## src/rtl/edc_pkg.sv

```systemverilog
package edc_pkg;
  localparam int VAL_W  = 29;
  localparam int LOW_W  = 22;
  localparam int HIGH_W = VAL_W - LOW_W;
  localparam int WORD_W = 32;
  localparam int ACC_W  = WORD_W + LOW_W;
  localparam int FILL_W = $clog2(ACC_W + 1);

  localparam logic [VAL_W:0] STEP_LIM = (VAL_W + 1)'({1'b1, {LOW_W{1'b0}}});

  function automatic logic [LOW_W-1:0] low_part(input logic [VAL_W-1:0] v);
    return v[LOW_W-1:0];
  endfunction

  // true when cur cannot be rebuilt from prev by carry inference
  function automatic logic step_bad(input logic [VAL_W-1:0] prev,
                                    input logic [VAL_W-1:0] cur);
    logic [VAL_W:0] d;
    d = {1'b0, cur} - {1'b0, prev};
    return (cur < prev) || (d >= STEP_LIM);
  endfunction

  function automatic logic [VAL_W-1:0] splice(input logic [VAL_W-1:0] prev,
                                              input logic [LOW_W-1:0] field);
    logic [HIGH_W-1:0] hi;
    hi = prev[VAL_W-1:LOW_W] + HIGH_W'(field < prev[LOW_W-1:0]);
    return {hi, field};
  endfunction
endpackage

```

## src/rtl/edc_enc.sv

```systemverilog
module edc_enc
  import edc_pkg::*;
#(
  parameter int CNT_W = 24
) (
  input  logic              clk,
  input  logic              rst_n,
  input  logic              start,
  input  logic              last,
  input  logic              in_valid,
  input  logic [VAL_W-1:0]  in_value,
  output logic              in_ready,
  output logic              word_valid,
  output logic [WORD_W-1:0] word_data,
  input  logic              word_ready,
  output logic [CNT_W-1:0]  count,
  output logic              err,
  output logic              ev_accept,
  output logic              ev_emit,
  output logic              ev_flush
);
  logic [ACC_W-1:0]  acc;
  logic [FILL_W-1:0] fill;
  logic [VAL_W-1:0]  prev;
  logic              flush_pend;
  logic              slot_free;
  logic [ACC_W-1:0]  merged;
  logic [FILL_W-1:0] fill_sum;

  assign slot_free = !word_valid || word_ready;
  assign in_ready  = !start && !flush_pend && slot_free;
  assign ev_accept = in_valid && in_ready;
  assign merged    = acc | (ACC_W'(low_part(in_value)) << fill);
  assign fill_sum  = fill + FILL_W'(LOW_W);
  assign ev_emit   = ev_accept && (fill_sum >= FILL_W'(WORD_W));
  assign ev_flush  = !start && flush_pend && slot_free;

  always_ff @(posedge clk or negedge rst_n) begin
    if (!rst_n) begin
      acc        <= '0;
      fill       <= '0;
      prev       <= '0;
      flush_pend <= 1'b0;
      word_valid <= 1'b0;
      word_data  <= '0;
      count      <= '0;
      err        <= 1'b0;
    end else begin
      if (word_valid && word_ready) word_valid <= 1'b0;
      if (start) begin
        acc        <= '0;
        fill       <= '0;
        prev       <= '0;
        flush_pend <= 1'b0;
        count      <= '0;
        err        <= 1'b0;
      end else begin
        if (ev_accept) begin
          prev  <= in_value;
          count <= count + 1'b1;
          if (step_bad(prev, in_value)) err <= 1'b1;
          if (ev_emit) begin
            word_data  <= merged[WORD_W-1:0];
            word_valid <= 1'b1;
            acc        <= merged >> WORD_W;
            fill       <= fill_sum - FILL_W'(WORD_W);
          end else begin
            acc  <= merged;
            fill <= fill_sum;
          end
        end
        if (last) flush_pend <= 1'b1;
        if (ev_flush) begin
          flush_pend <= 1'b0;
          if (fill != '0) begin
            word_data  <= acc[WORD_W-1:0];
            word_valid <= 1'b1;
            acc        <= '0;
            fill       <= '0;
          end
        end
      end
    end
  end
endmodule

```

## src/rtl/edc_dec.sv

```systemverilog
module edc_dec
  import edc_pkg::*;
#(
  parameter int CNT_W = 24
) (
  input  logic              clk,
  input  logic              rst_n,
  input  logic              start,
  input  logic [CNT_W-1:0]  total,
  input  logic              word_valid,
  input  logic [WORD_W-1:0] word_data,
  output logic              word_ready,
  output logic              out_valid,
  output logic [VAL_W-1:0]  out_value,
  input  logic              out_ready,
  output logic              done,
  output logic              ev_take,
  output logic              ev_emit
);
  logic [ACC_W-1:0]  acc;
  logic [FILL_W-1:0] fill;
  logic [CNT_W-1:0]  remain;
  logic [VAL_W-1:0]  prev;
  logic              have_field;
  logic [VAL_W-1:0]  next_val;

  assign done       = (remain == '0);
  assign have_field = (fill >= FILL_W'(LOW_W));
  assign word_ready = !start && !done && !have_field;
  assign ev_take    = word_valid && word_ready;
  assign ev_emit    = !start && !done && have_field && (!out_valid || out_ready);
  assign next_val   = splice(prev, acc[LOW_W-1:0]);

  always_ff @(posedge clk or negedge rst_n) begin
    if (!rst_n) begin
      acc       <= '0;
      fill      <= '0;
      remain    <= '0;
      prev      <= '0;
      out_valid <= 1'b0;
      out_value <= '0;
    end else begin
      if (out_valid && out_ready) out_valid <= 1'b0;
      if (start) begin
        acc    <= '0;
        fill   <= '0;
        remain <= total;
        prev   <= '0;
      end else begin
        if (ev_take) begin
          acc  <= acc | (ACC_W'(word_data) << fill);
          fill <= fill + FILL_W'(WORD_W);
        end
        if (ev_emit) begin
          acc       <= acc >> LOW_W;
          fill      <= fill - FILL_W'(LOW_W);
          remain    <= remain - 1'b1;
          prev      <= next_val;
          out_value <= next_val;
          out_valid <= 1'b1;
        end
      end
    end
  end
endmodule

```

## src/rtl/edge_delta_codec.sv

```systemverilog
module edge_delta_codec
  import edc_pkg::*;
#(
  parameter int CNT_W = 24
) (
  input  logic              clk,
  input  logic              rst_n,
  input  logic              enc_start,
  input  logic              enc_last,
  input  logic              enc_in_valid,
  input  logic [VAL_W-1:0]  enc_in_value,
  output logic              enc_in_ready,
  output logic              enc_word_valid,
  output logic [WORD_W-1:0] enc_word_data,
  input  logic              enc_word_ready,
  output logic [CNT_W-1:0]  enc_count,
  output logic              enc_err,
  input  logic              dec_start,
  input  logic [CNT_W-1:0]  dec_total,
  input  logic              dec_word_valid,
  input  logic [WORD_W-1:0] dec_word_data,
  output logic              dec_word_ready,
  output logic              dec_out_valid,
  output logic [VAL_W-1:0]  dec_out_value,
  input  logic              dec_out_ready,
  output logic              dec_done
);
  // internal events brought out for the checker
  logic ev_enc_accept;
  logic ev_enc_emit;
  logic ev_enc_flush;
  logic ev_dec_take;
  logic ev_dec_emit;

  edc_enc #(.CNT_W(CNT_W)) u_enc (
    .clk        (clk),
    .rst_n      (rst_n),
    .start      (enc_start),
    .last       (enc_last),
    .in_valid   (enc_in_valid),
    .in_value   (enc_in_value),
    .in_ready   (enc_in_ready),
    .word_valid (enc_word_valid),
    .word_data  (enc_word_data),
    .word_ready (enc_word_ready),
    .count      (enc_count),
    .err        (enc_err),
    .ev_accept  (ev_enc_accept),
    .ev_emit    (ev_enc_emit),
    .ev_flush   (ev_enc_flush)
  );

  edc_dec #(.CNT_W(CNT_W)) u_dec (
    .clk        (clk),
    .rst_n      (rst_n),
    .start      (dec_start),
    .total      (dec_total),
    .word_valid (dec_word_valid),
    .word_data  (dec_word_data),
    .word_ready (dec_word_ready),
    .out_valid  (dec_out_valid),
    .out_value  (dec_out_value),
    .out_ready  (dec_out_ready),
    .done       (dec_done),
    .ev_take    (ev_dec_take),
    .ev_emit    (ev_dec_emit)
  );
endmodule

```

## config.mk

```make
export PLATFORM = sky130hd
export DESIGN_NAME = edge_delta_codec
export DESIGN_NICKNAME = d
export VERILOG_FILES = /design/src/rtl/edc_pkg.sv /design/src/rtl/edc_enc.sv /design/src/rtl/edc_dec.sv /design/src/rtl/edge_delta_codec.sv
export SDC_FILE = /design/constraint.sdc
export NUM_CORES = 1
export LEC_CHECK = 0
export BUFFER_PORTS_ARGS = -buffer_cell sky130_fd_sc_hd__buf_2
export CORE_AREA = 5 5 185 187
export CTS_CLUSTER_DIAMETER = 50
export DETAILED_ROUTE_END_ITERATION = 16
export DIE_AREA = 0 0 190 192
export GPL_TIMING_DRIVEN = 1
export PLACE_DENSITY = 0.77
export SETUP_SLACK_MARGIN = 0.02
export SYNTH_ARGS = -nofsm -noshare
export SYNTH_HDL_FRONTEND = slang
export SYNTH_HIERARCHICAL = 1
export SYNTH_SLANG_ARGS = --single-unit
export TNS_END_PERCENT = 5
```

## constraint.sdc

```tcl
create_clock -name clk -period 2.6 [get_ports clk]
set_input_delay 0.26 -clock clk [delete_from_list [all_inputs] [get_ports clk]]
set_output_delay 0.26 -clock clk [all_outputs]
set_load 0.05 [all_outputs]
```

* Word level (Yosys, flattened, before mapping)
Cells that the tools add are included.
** Cells by class
- Mux-type cells :: 43
- Add/sub/neg operators :: 8
- Bitwise logic cells :: 3
- Reductions and logical operators :: 32
- Shift operators :: 2
- $lt $le $gt $ge :: 5
** Operators by type and width (count)
- 54-bit 2-to-1 mux :: 8
- 32-bit 2-to-1 mux :: 4
- 29-bit 2-to-1 mux :: 4
- 54-bit OR :: 2
- 24-bit 2-to-1 mux :: 4
- 22-bit by 6-bit << shifter with 54-bit output :: 1
- 32-bit by 6-bit << shifter with 54-bit output :: 1
- 6-bit 2-to-1 mux :: 8
- 30-bit by 23-bit >= comparator with 1-bit output, second input constant :: 1
- 29-bit by 29-bit subtractor with 30-bit output :: 1
- 29-bit less-than comparator :: 1
- 24-bit by 1-bit adder with 24-bit output, second input constant :: 1
- 24-bit zero test :: 1
- 24-bit by 1-bit subtractor with 24-bit output, second input constant :: 1
- 22-bit less-than comparator :: 1
- 1-bit 2-to-1 mux :: 15
- 1-bit logical AND :: 13
- 7-bit by 1-bit adder with 7-bit output :: 1
- 1-bit zero test :: 7
- 6-bit by 5-bit adder with 6-bit output, second input constant :: 1
- 6-bit adder, second input constant :: 1
- 6-bit by 5-bit >= comparator with 1-bit output, second input constant :: 1
- 6-bit >= comparator, second input constant :: 1
- 2-bit nonzero test :: 3
- 7 further kinds :: 11
** Storage, ports and cells
- Word-level logic and storage cells :: 107
- Flip-flop bits (word level) :: 291
- Output and inout port bits :: 91
- Input port bits :: 94

* Logic depth before layout (Yosys ltp)
Gate-level depths: netlist of the first run.
- Depth in word-level cells :: 10
- Gate-level depth with buffers :: 15
- Mapped depth without buffers :: 13

* Cells and area by module
Netlist of the first run, hierarchy kept.
** By module, submodules not included
- edc_enc :: cells each 954, area an instance 8683.3 µm², instances 1
- edc_dec :: cells each 882, area an instance 8574.5 µm², instances 1

* Worst setup path after synthesis of the first run
OpenSTA, ideal clock, no wires.
- Kind :: register -> output
- Start point :: register u_dec.remain[7]
- End point :: output port dec_word_ready
- Setup slack :: -893 ps
- Data arrival time :: 3233 ps
- Buffers on the path :: 1
- Cell stages (with the launch flop) :: 6
- Required time :: 2340 ps
- Path through :: dfrtp_1 -> nor4_1 -> nand4_1 -> clkbuf_1 -> nor3_1 -> nor3_1
** Between the ends
- Longest elaborated chain between the ends :: 4
** RTL lines
- from (decl) :: RTL line edc_dec.sv:22 : logic [CNT_W-1:0] remain;
- from (signal assigned) :: RTL line edc_dec.sv:47 : remain <= total;
- from (signal assigned) :: RTL line edc_dec.sv:57 : remain <= remain - 1'b1;
- 24-bit zero test :: RTL line edc_dec.sv:27 : assign done = (remain == '0);
- net dec_done :: RTL line edge_delta_codec.sv:26 : output logic dec_done
- 1-bit zero test :: RTL line edc_dec.sv:29 : assign word_ready = !start && !done && !have_field;
- 1-bit logical AND (2 in a row) :: RTL line edc_dec.sv:29
- to (decl) :: RTL line edge_delta_codec.sv:22 : output logic dec_word_ready,
The timed path passes the listed nets, and every way through them passes these cells.

* Worst setup path in the final report of the first run
- Start point :: register u_dec.acc[15]
- End point :: register u_dec.prev[27]
** Between the ends
- Longest elaborated chain between the ends :: 4
** RTL lines
- from (decl) :: RTL line edc_dec.sv:20 : logic [ACC_W-1:0] acc;
- from (signal assigned) :: RTL line edc_dec.sv:51 : acc <= acc | (ACC_W'(word_data) << fill);
- from (signal assigned) :: RTL line edc_dec.sv:55 : acc <= acc >> LOW_W;
- 22-bit less-than comparator :: RTL line edc_pkg.sv:26 : hi = prev[VAL_W-1:LOW_W] + HIGH_W'(field < prev[LOW_W-1:0]);
- 7-bit by 1-bit adder with 7-bit output :: RTL line edc_pkg.sv:26
- 29-bit 2-to-1 mux :: RTL line edc_dec.sv:54 : if (ev_emit) begin
- 29-bit 2-to-1 mux :: RTL line edc_dec.sv:44 : if (start) begin
- to (signal assigned) :: RTL line edc_dec.sv:58 : prev <= next_val;
- to (decl) :: RTL line edc_dec.sv:23 : logic [VAL_W-1:0] prev;
Every way passes these cells. The select of a mux whose other input is x is not followed.
A chain may end at the register's enable or synchronous reset.

==> results_dict.tcl, run 1 <==
set metrics [dict create \
    max_slew.worst_pin.slew_ns 0.9874 \
    hp-class "primary input to flip-flop" \
    power_leakage_uw 0.009322 \
    grt_pass1_wl_um 80960 \
    synth_cell_types 83 \
    finalHoldViolations 0 \
    cp_max_fo 3 \
    drtIter0Drc 1294 \
    setup_violations 0 \
    period_needed_ns 2.573 \
    vdd_drop_max_v 0.0006593 \
    synth_top_area_share_pct 41.91 \
    die_width_um 190 \
    grt_max_degree 93 \
    cts_tree "yes" \
    start_util_pct 53.45 \
    synth_area_mm2 0.01726 \
    cts_buffers 36 \
    routed_wl_um 50430 \
    yosys_warnings 6 \
    vias 15660 \
    timing.slew.headroom_pct 33.96 \
    rows 66 \
    cts_buffer_depth 3 \
    required_ns 3.00 \
    cts.sink_count 289 \
    fmax_ghz 0.3886 \
    ys_seq_elements 289 \
    core_mm2 0.03229 \
    status "completed" \
    synthFlopType "dfrtp_1" \
    htree_levels 2 \
    first_global_vias 15350 \
    first_pass_iters 6 \
    final_max_slew_viol_count 0 \
    start_kind "flip-flop" \
    antenna_found_initial 1 \
    overflow 0 \
    fillers 2592 \
    total_power_uw 17600 \
    port_buffers 184 \
    synthArstFlopShare_pct 100.0 \
    cp.arrival_ns 2.97 \
    syn_nets 1987 \
    fin_skew_ns 0.01978 \
    synth_edf_count 0 \
    final_nets 2232 \
    synthTopCellsByArea "dfrtp_1, mux4_2, a21oi_1, ha_1, nand2_1" \
    yosysMostFrequentCell "dfrtp_1" \
    synth_commonest_cells "dfrtp_1, nand2_1, a21oi_1, nor2_1, clkbuf_1" \
    insertion_delay_ns 0.52 \
    cts.clk_slew.worst_paths_ns 0.06 \
    syn_to_final_growth_pct 22.41 \
    antenna_left 0 \
    io_pins 185 \
    drv_cap 0 \
    synth_top_area_cell "dfrtp_1" \
    final_core_util_pct 65.43 \
    end_kind "flip-flop" \
    synth_area_per_cell_um2 9.400 \
    track_usage_pct 27.06 \
    dieArea_mm2 0.03648 \
    dp_hpwl_um 35980 \
    cts_root_buffer "clkbuf_16" \
    gp_congestion 0.9535 \
    syn_inst 1836 \
    fin_tns_setup_ns 0 \
    vias_per_cell 6.141 \
    drcViolationCount 0 \
    yosysSeqAreaShare_pct 41.91 \
    fin_crit_sh_pct 98.97 \
    drive_above_1_share_pct 24.63 \
    p_per_area_mw_per_mm2 833.3 \
    rsz0062_at_grt "yes" \
    post_drt_wl_per_cell_um 19.78 \
    worst-setup-path-type "flip-flop to flip-flop" \
    dieHeight_um 192 \
]
layout by cell type, fill, tap and decap left out, types with 17 or more instances in the layout:
cell type      count
a211oi_1          20
a21oi_1          162
a31oi_1           17
buf_2            181
buf_4            117
clkbuf_16         37
dfrtp_1          286
dlygate4sd3_1     27
ha_1              52
inv_1             72
mux2_2            56
mux2i_1           50
mux4_2            38
nand2_1          176
nand3_1           24
nand4_1           21
nor2_1           162
nor3_1            80
o21ai_0           74
o221ai_1          20
o22ai_1           43
o31ai_1           33
or3_1             17
xnor2_1           29
xor2_1            19
critical path, cell delays in order, from the launching register on:
cell and delay [ns]:
dfrtp_1 0.39, ha_1 0.31, a21o_1 0.16, a21o_1 0.18, a21oi_2 0.15, o211ai_1 0.16, a31oi_4 0.24, ha_4 0.18
buf_4 0.11, nand3_4 0.09, nor2_2 0.16, a21boi_0 0.11, o21a_1 0.19
cells by family (layout without fill, tap and decap cells):
family,after synthesis,after routing,share of synthesized area (%)
AO/OA/AOI/OAI,522,522,20.02
multiplexers,145,145,11.58
buffers and inverters,208,479,4.756
XOR/XNOR,48,48,2.436
AND/OR/NAND/NOR,567,567,15.12
other,0,1,0
flip-flops,289,289,41.91
adder cells (fa/ha/maj),57,57,4.176
report_power, final:
| part | total [uW] | internal, uW | leakage, uW | switching [uW] |
|---|---|---|---|---|
| logic | 6670 | 2310 | 0.00488 | 4370 |
| registers | 5690 | 5210 | 0.00384 | 471 |
| clock network | 5240 | 3190 | 0.000605 | 2050 |
| total | 17600 | 10700 | 0.00932 | 6890 |
state kept, by name, summed over array words and instances (netlist names):
register	flops
u_enc/prev	29
u_enc/flush_pend	1
u_enc/acc	54
u_enc/fill	5
u_dec/fill	5
u_enc/count	24
u_dec/acc	54
u_dec/out_valid	1
u_enc/word_valid	1
u_dec/out_value	29
u_dec/remain	24
u_enc/err	1
u_enc/word_data	32
u_dec/prev	29
metal layers:
metal | wire length, um | GRT usage, % | part of all wire [%]
met4 | 1786 | 10.35 | 3.5
met2 | 24420 | 45.45 | 48
met1 | 20680 | 35.73 | 41
met3 | 3539 | 3.980 | 7.0
met5 | 0 | 0 | 0
layout make-up:
cell class,count,area [um^2],area share [%]
Antenna cell,1,2.502,0.01185
Clock buffer,41,960.9,4.549
Timing Repair Buffer,339,2303,10.90
Sequential cell,289,7236,34.25
Clock inverter,23,282.8,1.339
Tap cell,442,553.0,2.618
Inverter,76,286.5,1.356
Multi-Input combinational cell,1339,9500,44.97
timing repair:
item                                   in CTS  in global routing
gates resized for setup                    36                 11
setup endpoints to repair                  14                 57
setup buffers                               1                  0
endpoints found under the hold margin     109                  0
hold buffers                               27                  0
pin swaps                                  12                  4
per-stage QoR:
stage | hold slack, ns | setup slack (ns) | cells | area (um^2)
2_1_floorplan | -0.03559 | -0.03410 | 1836 | 17290
3_3_place_gp | 0.3229 | -0.2751 | 2457 | 19350
3_5_place_dp | 0.3291 | -0.2645 | 2457 | 19350
4_1_cts | 0.001831 | 0.002321 | 2549 | 21080
5_1_grt | 0.01718 | -0.09362 | 2550 | 21130
6_report | 0.01108 | 0.02676 | 2550 | 21130
worst paths after layout:
path,start,to,slack (ns),depth (start not counted)
setup / recovery,u_dec/acc[15],u_dec/prev[27],0.03,12
hold / removal,enc_last,u_enc/flush_pend,0.01,3
setup reg to reg,u_dec/acc[15],u_dec/prev[27],0.03,12
hold reg to reg,u_dec/acc[52],u_dec/acc[52],0.49,1
max in group asynchronous,rst_n,u_dec/acc[23],1.44,3
min in group asynchronous,rst_n,u_enc/prev[23],0.34,2
(Power assumes the default switching activity.)
==> inputs of run 2 (changes only) <==
CORE_AREA = 5 5 229 231   (was 5 5 185 187)
DIE_AREA = 0 0 234 236   (was 0 0 190 192)
PLACE_DENSITY = unset   (was 0.77)
==> run 2 against run 1 <==
- worst hold slack better by 0.023 ns
- power up 2.7%
- die area up 51%
- final area up 2.7%
- critical path type unchanged
- largest cell class unchanged
==> results_dict.tcl, run 2 (same netlist as run 1, synthesis figures left out) <==
set metrics [dict create \
    gp_congestion 0.9122 \
    cts.clk_slew.worst_paths_ns 0.06 \
    crit_slowest_cell "dfrtp_1" \
    met3_length_um 3100 \
    period_needed_ns 2.598 \
    core_mm2 0.04986 \
    cp.arrival_ns 3.03 \
    timing.slew.headroom_pct 55.46 \
    worst-setup-path-type "flip-flop to flip-flop" \
    dieHeight_um 236 \
    port_buffers 184 \
    end_kind "flip-flop" \
    die_width_um 234 \
    hp-start "enc_in_value[2]" \
    cts_buffer_depth 3 \
    post_drt_wl_per_cell_um 19.16 \
    crit_chain "ha_1, o21a_1, o211ai_1, o21a_1, o32ai_2, a31oi_1, ha_2, ha_4, nand3_4, a211oi_2, xnor2_1, nor2_1" \
    insertion_delay_ns 0.56 \
    hold_slack_ns 0.03449 \
    vdd_drop_max_v 0.0007297 \
    rsz0062_at_grt "yes" \
    reg2reg_from "u_dec/acc[2]" \
    m1WireLength_um 23930 \
    cts.sink_count 289 \
    instances_no_fill 2806 \
    io_pins 185 \
    final_nets 2253 \
    layout_common_cells "dfrtp_1, buf_2, nand2_1" \
    final_common_cell "dfrtp_1" \
    start_kind "flip-flop" \
    track_usage_pct 19.07 \
    drtIter0Drc 1177 \
    fillers 4882 \
    largest_registers "u_dec/acc: 54 flops, u_enc/acc: 54 flops, u_enc/word_data: 32 flops" \
    reg2reg_to "u_dec/prev[26]" \
    met2_length_um 25300 \
    antenna_left 0 \
    maxUsedRoutingLayer "met5" \
    first_pass_iters 8 \
    worstSetupStartpoint "u_dec/acc[2]" \
    crit_top_cell "o21a_1" \
    placed_cell_area_mm2 0.01964 \
    stdcell_area_mm2 0.02170 \
    reg2reg_slack_ns 0.002 \
    cp_max_fo 4 \
    vias 15520 \
    hold_path_depth 3 \
    fin_crit_sh_pct 99.91 \
    drv_cap 0 \
    max_slew.worst_pin.slew_ns 0.6611 \
    regArea_mm2 0.007236 \
    r2r_cells 12 \
    overflow 0 \
    final_max_slew_viol_count 0 \
    vias_per_cell 5.529 \
    worst-path-buf-inv 0 \
    htree_levels 2 \
    first_global_vias 15290 \
    multi_input_area_mm2 0.009448 \
    routed_wl_um 53760 \
    cts_root_buffer "clkbuf_16" \
    antenna_found_initial 1 \
    cts_buffers 41 \
    hp-class "primary input to flip-flop" \
    fin_skew_ns 0.02761 \
    drive_above_1_share_pct 24.70 \
    syn_to_final_growth_pct 25.72 \
    critPathTopFamily "compound AO/OA/AOI/OAI gates" \
    required_ns 3.03 \
    cts_tree "yes" \
    crit_path_max_incr_delay_ns 0.38 \
    dp_hpwl_um 39000 \
    min_to "u_enc/prev[2]" \
    power_leakage_uw 0.009480 \
    start_util_pct 34.61 \
    grt_pass1_wl_um 86160 \
    finalHoldViolations 0 \
    status "completed" \
    grt_max_degree 71 \
    drcViolationCount 0 \
    dp_cells 2685 \
    rows 82 \
    n_antenna_cell 0 \
    setup_violations 0 \
    fmax_ghz 0.3850 \
    dieArea_mm2 0.05522 \
    p_per_area_mw_per_mm2 833.0 \
]
## run 2: timing repair
action / 4_1_cts / 5_1_grt
setup endpoints to repair: 12 / 16
buffers inserted: 4 / 0
hold endpoints to repair: 105 / 0
resized for setup: 28 / 17
hold buffers: 43 / 0
pin swaps: 16 / 14
## run 2: power by group
part / leakage, uW / internal (uW) / switching, uW / total, uW
Combinational: 0.00495 / 2290 / 4350 / 6640
Sequential: 0.00384 / 5220 / 498 / 5720
Clock: 0.000698 / 3490 / 2230 / 5720
## run 2: worst register-to-register path: stages, from the launching register on
cell	delay, ns
dfrtp_1	0.38
ha_1	0.29
o21a_1	0.17
o211ai_1	0.15
o21a_1	0.19
o32ai_2	0.12
a31oi_1	0.22
ha_2	0.25
ha_4	0.16
nand3_4	0.11
a211oi_2	0.24
xnor2_1	0.15
nor2_1	0.06
## run 2: layout make-up
class | instances | area share [%]
multi-input combinational | 1339 | 43.54
clock inverter | 21 | 0.9630
inverter | 76 | 1.321
sequential | 289 | 33.35
clock buffer | 54 | 5.519
tap | 672 | 3.875
timing repair buffer | 355 | 11.43
## run 2: worst max-delay path by stage
stage | endpoint | slack [ns] | depth (start not counted)
global placement | u_dec/prev[26] | -0.22 | 11
finish | u_dec/prev[26] | 0.002 | 12
global route | u_dec/prev[26] | -0.13 | 12
detailed placement | u_dec/prev[26] | -0.22 | 11
CTS | u_dec/prev[26] | -0.005 | 12
floorplan | u_enc/acc[32] | -0.03 | 14
## run 2: metrics by stage
| step | util, % | setup TNS [ns] | power [uW] | worst slack [ns] |
|---|---|---|---|---|
| 5_1_grt | 43.51 | -0.5426 | 19010 | -0.1251 |
| 4_1_cts | 43.36 | -0.005008 | 18220 | -0.005008 |
| 3_3_place_gp | 39.38 | -1.074 | 12200 | -0.2215 |
| 2_1_floorplan | - | -0.4196 | 10070 | -0.03410 |
| 6_report | 43.51 | 0 | 18070 | 0.002427 |
| 3_5_place_dp | 39.38 | -1.149 | 12280 | -0.2238 |
## run 2: per-layer routing
metal,global-route usage (%),up-vias
met5,0,-
met4,5.392,2
met3,3.800,94
met2,30.61,483
met1,26.25,7612
li1,-,7324
==> inputs of run 3 (changes only) <==
PLACE_DENSITY = 0.64   (was unset)
==> run 3 against run 2 <==
- the flow now finishes with violations (negative setup slack)
- register-to-register slack worse by 0.05 ns
- largest power group unchanged
- power is 4.1% higher
- maximum frequency shrank 2.0%
- combinational power up 2%
==> results_dict.tcl, run 3 (same netlist as run 1, synthesis figures left out) <==
set metrics [dict create \
    die_width_um 234 \
    overflow 0 \
    cts_buffer_depth 3 \
    first_pass_iters 5 \
    status "finished, violations left" \
    drcViolationCount 0 \
    crit_slowest_cell "dfrtp_1" \
    insertion_delay_ns 0.59 \
    rsz0062_at_grt "yes" \
    syn_to_final_growth_pct 27.99 \
    placed_cell_area_mm2 0.01971 \
    worst-path-buf-inv 1 \
    drtIter0Drc 1190 \
    met2_length_um 27080 \
    gp_congestion 0.9100 \
    drv_cap 0 \
    vias 15780 \
    setup_violations 4 \
    dieHeight_um 236 \
    dp_hpwl_um 39530 \
    total_power_uw 18820 \
    fin_skew_ns 0.02546 \
    power_leakage_uw 0.009647 \
    fmax_ghz 0.3773 \
    crit_path_max_incr_delay_ns 0.37 \
    drive_above_1_share_pct 25.81 \
    cts_tree "yes" \
    reg2reg_slack_ns -0.05 \
    period_needed_ns 2.650 \
    r2r_cells 12 \
    maxUsedRoutingLayer "met4" \
    vias_per_cell 5.577 \
    cp_num_cells 12 \
    m1WireLength_um 23280 \
    hp-start "enc_in_value[11]" \
    cts_root_buffer "clkbuf_16" \
    end_kind "flip-flop" \
    grt_max_degree 66 \
    post_drt_wl_per_cell_um 19.58 \
    fin_crit_sh_pct 101.9 \
    finalWorstSetupSlack_ns -0.05023 \
    first_global_vias 15730 \
    htree_levels 2 \
    p_per_area_mw_per_mm2 851.9 \
    met3_length_um 3360 \
    port_buffers 184 \
    critPathTopFamily "compound AO/OA/AOI/OAI gates" \
    final_core_util_pct 44.30 \
    fillers 4769 \
    rows 82 \
    antenna_left 0 \
    worst-setup-path-type "flip-flop to flip-flop" \
    start_kind "flip-flop" \
    crit_top_cell "ha_4" \
    final_common_cell "dfrtp_1" \
    largest_registers "u_dec/acc: 54 flops, u_enc/acc: 54 flops, u_enc/word_data: 32 flops" \
    routed_wl_um 55410 \
    hp-class "primary input to flip-flop" \
    io_pins 185 \
    cp.arrival_ns 3.10 \
    vdd_drop_max_v 0.0005271 \
    cp_max_fo 3 \
    dp_cells 2695 \
    start_util_pct 34.61 \
    reg2reg_from "u_dec/prev[1]" \
    reg2reg_to "u_dec/prev[26]" \
    dieArea_mm2 0.05522 \
    final_max_slew_viol_count 0 \
    layout_common_cells "dfrtp_1, buf_2, nand2_1" \
    n_antenna_cell 0 \
    instances_no_fill 2830 \
    finalHoldViolations 0 \
    cts.sink_count 289 \
    violations "negative setup slack" \
    crit_chain "inv_1, ha_4, a2111oi_4, o21a_1, o32ai_4, a31oi_2, ha_2, ha_4, nand3_4, a211oi_2, xnor2_1, nor2_1" \
    max_slew.worst_pin.slew_ns 0.7732 \
    cts_buffers 45 \
    cts.clk_slew.worst_paths_ns 0.06 \
    timing.slew.headroom_pct 47.91 \
    dp_slack_ns -0.2618 \
    antenna_found_initial 0 \
    required_ns 3.05 \
    track_usage_pct 19.59 \
    final_nets 2272 \
    min_to "u_enc/prev[11]" \
    grt_pass1_wl_um 88130 \
    core_mm2 0.04986 \
    hold_path_depth 3 \
    stdcell_area_mm2 0.02209 \
]
==> run 3: metrics by stage <==
stage / hold WS [ns] / setup TNS [ns]
global route: 0.03421 / -1.488
detailed placement: 0.2507 / -1.942
CTS: 0.001494 / -0.001999
finish: 0.03004 / -0.1543
global placement: 0.2509 / -1.660
floorplan: -0.03559 / -0.4196
==> run 3: worst reg2reg max path, cell delays in order (launching register included) <==
cell and delay, ns:
dfrtp_1 0.37, inv_1 0.09, ha_4 0.21, a2111oi_4 0.32
o21a_1 0.28, o32ai_4 0.12, a31oi_2 0.23, ha_2 0.24
ha_4 0.15, nand3_4 0.11, a211oi_2 0.20, xnor2_1 0.14
nor2_1 0.05
==> run 3: cell type report <==
type | instances | area [um^2] | area share, %
repair buffers | 370 | 2597 | 11.76
clock inverters | 27 | 359.1 | 1.626
flip-flops and latches | 289 | 7234 | 32.75
inverters | 76 | 286.5 | 1.297
clock buffers | 57 | 1241 | 5.619
well taps | 672 | 840.8 | 3.806
multi-input cells | 1339 | 9529 | 43.14
==> run 3: power breakdown <==
part	leakage (uW)	switching, uW	internal (uW)
Sequential	0.00384	481	5220
Combinational	0.00503	4430	2330
Clock	0.000781	2450	3900
==> run 3: worst max path at each step <==
stage	to	slack, ns	from
6_report	u_dec/prev[26]	-0.05	u_dec/prev[1]
5_1_grt	u_dec/prev[26]	-0.19	u_dec/prev[1]
4_1_cts	u_dec/prev[25]	-0.001	u_dec/prev[11]
3_5_place_dp	u_dec/out_value[26]	-0.26	u_dec/prev[2]
3_3_place_gp	u_dec/out_value[26]	-0.23	u_dec/prev[3]
2_1_floorplan	u_enc/acc[32]	-0.03	u_enc/fill[1]
==> run 3: timing repair <==
action,CTS,global route
gates resized for setup,24,31
hold buffers,42,0
hold endpoints to repair,95,0
pin swaps,15,11
setup endpoints to repair,14,29
setup buffers,9,2
==> run 3: routing by layer <==
| layer | GRT usage, % | up-vias |
|---|---|---|
| li1 | - | 7366 |
| met1 | 25.90 | 7759 |
| met2 | 32.71 | 556 |
| met3 | 3.319 | 101 |
| met4 | 6.318 | 0 |
| met5 | 0 | - |
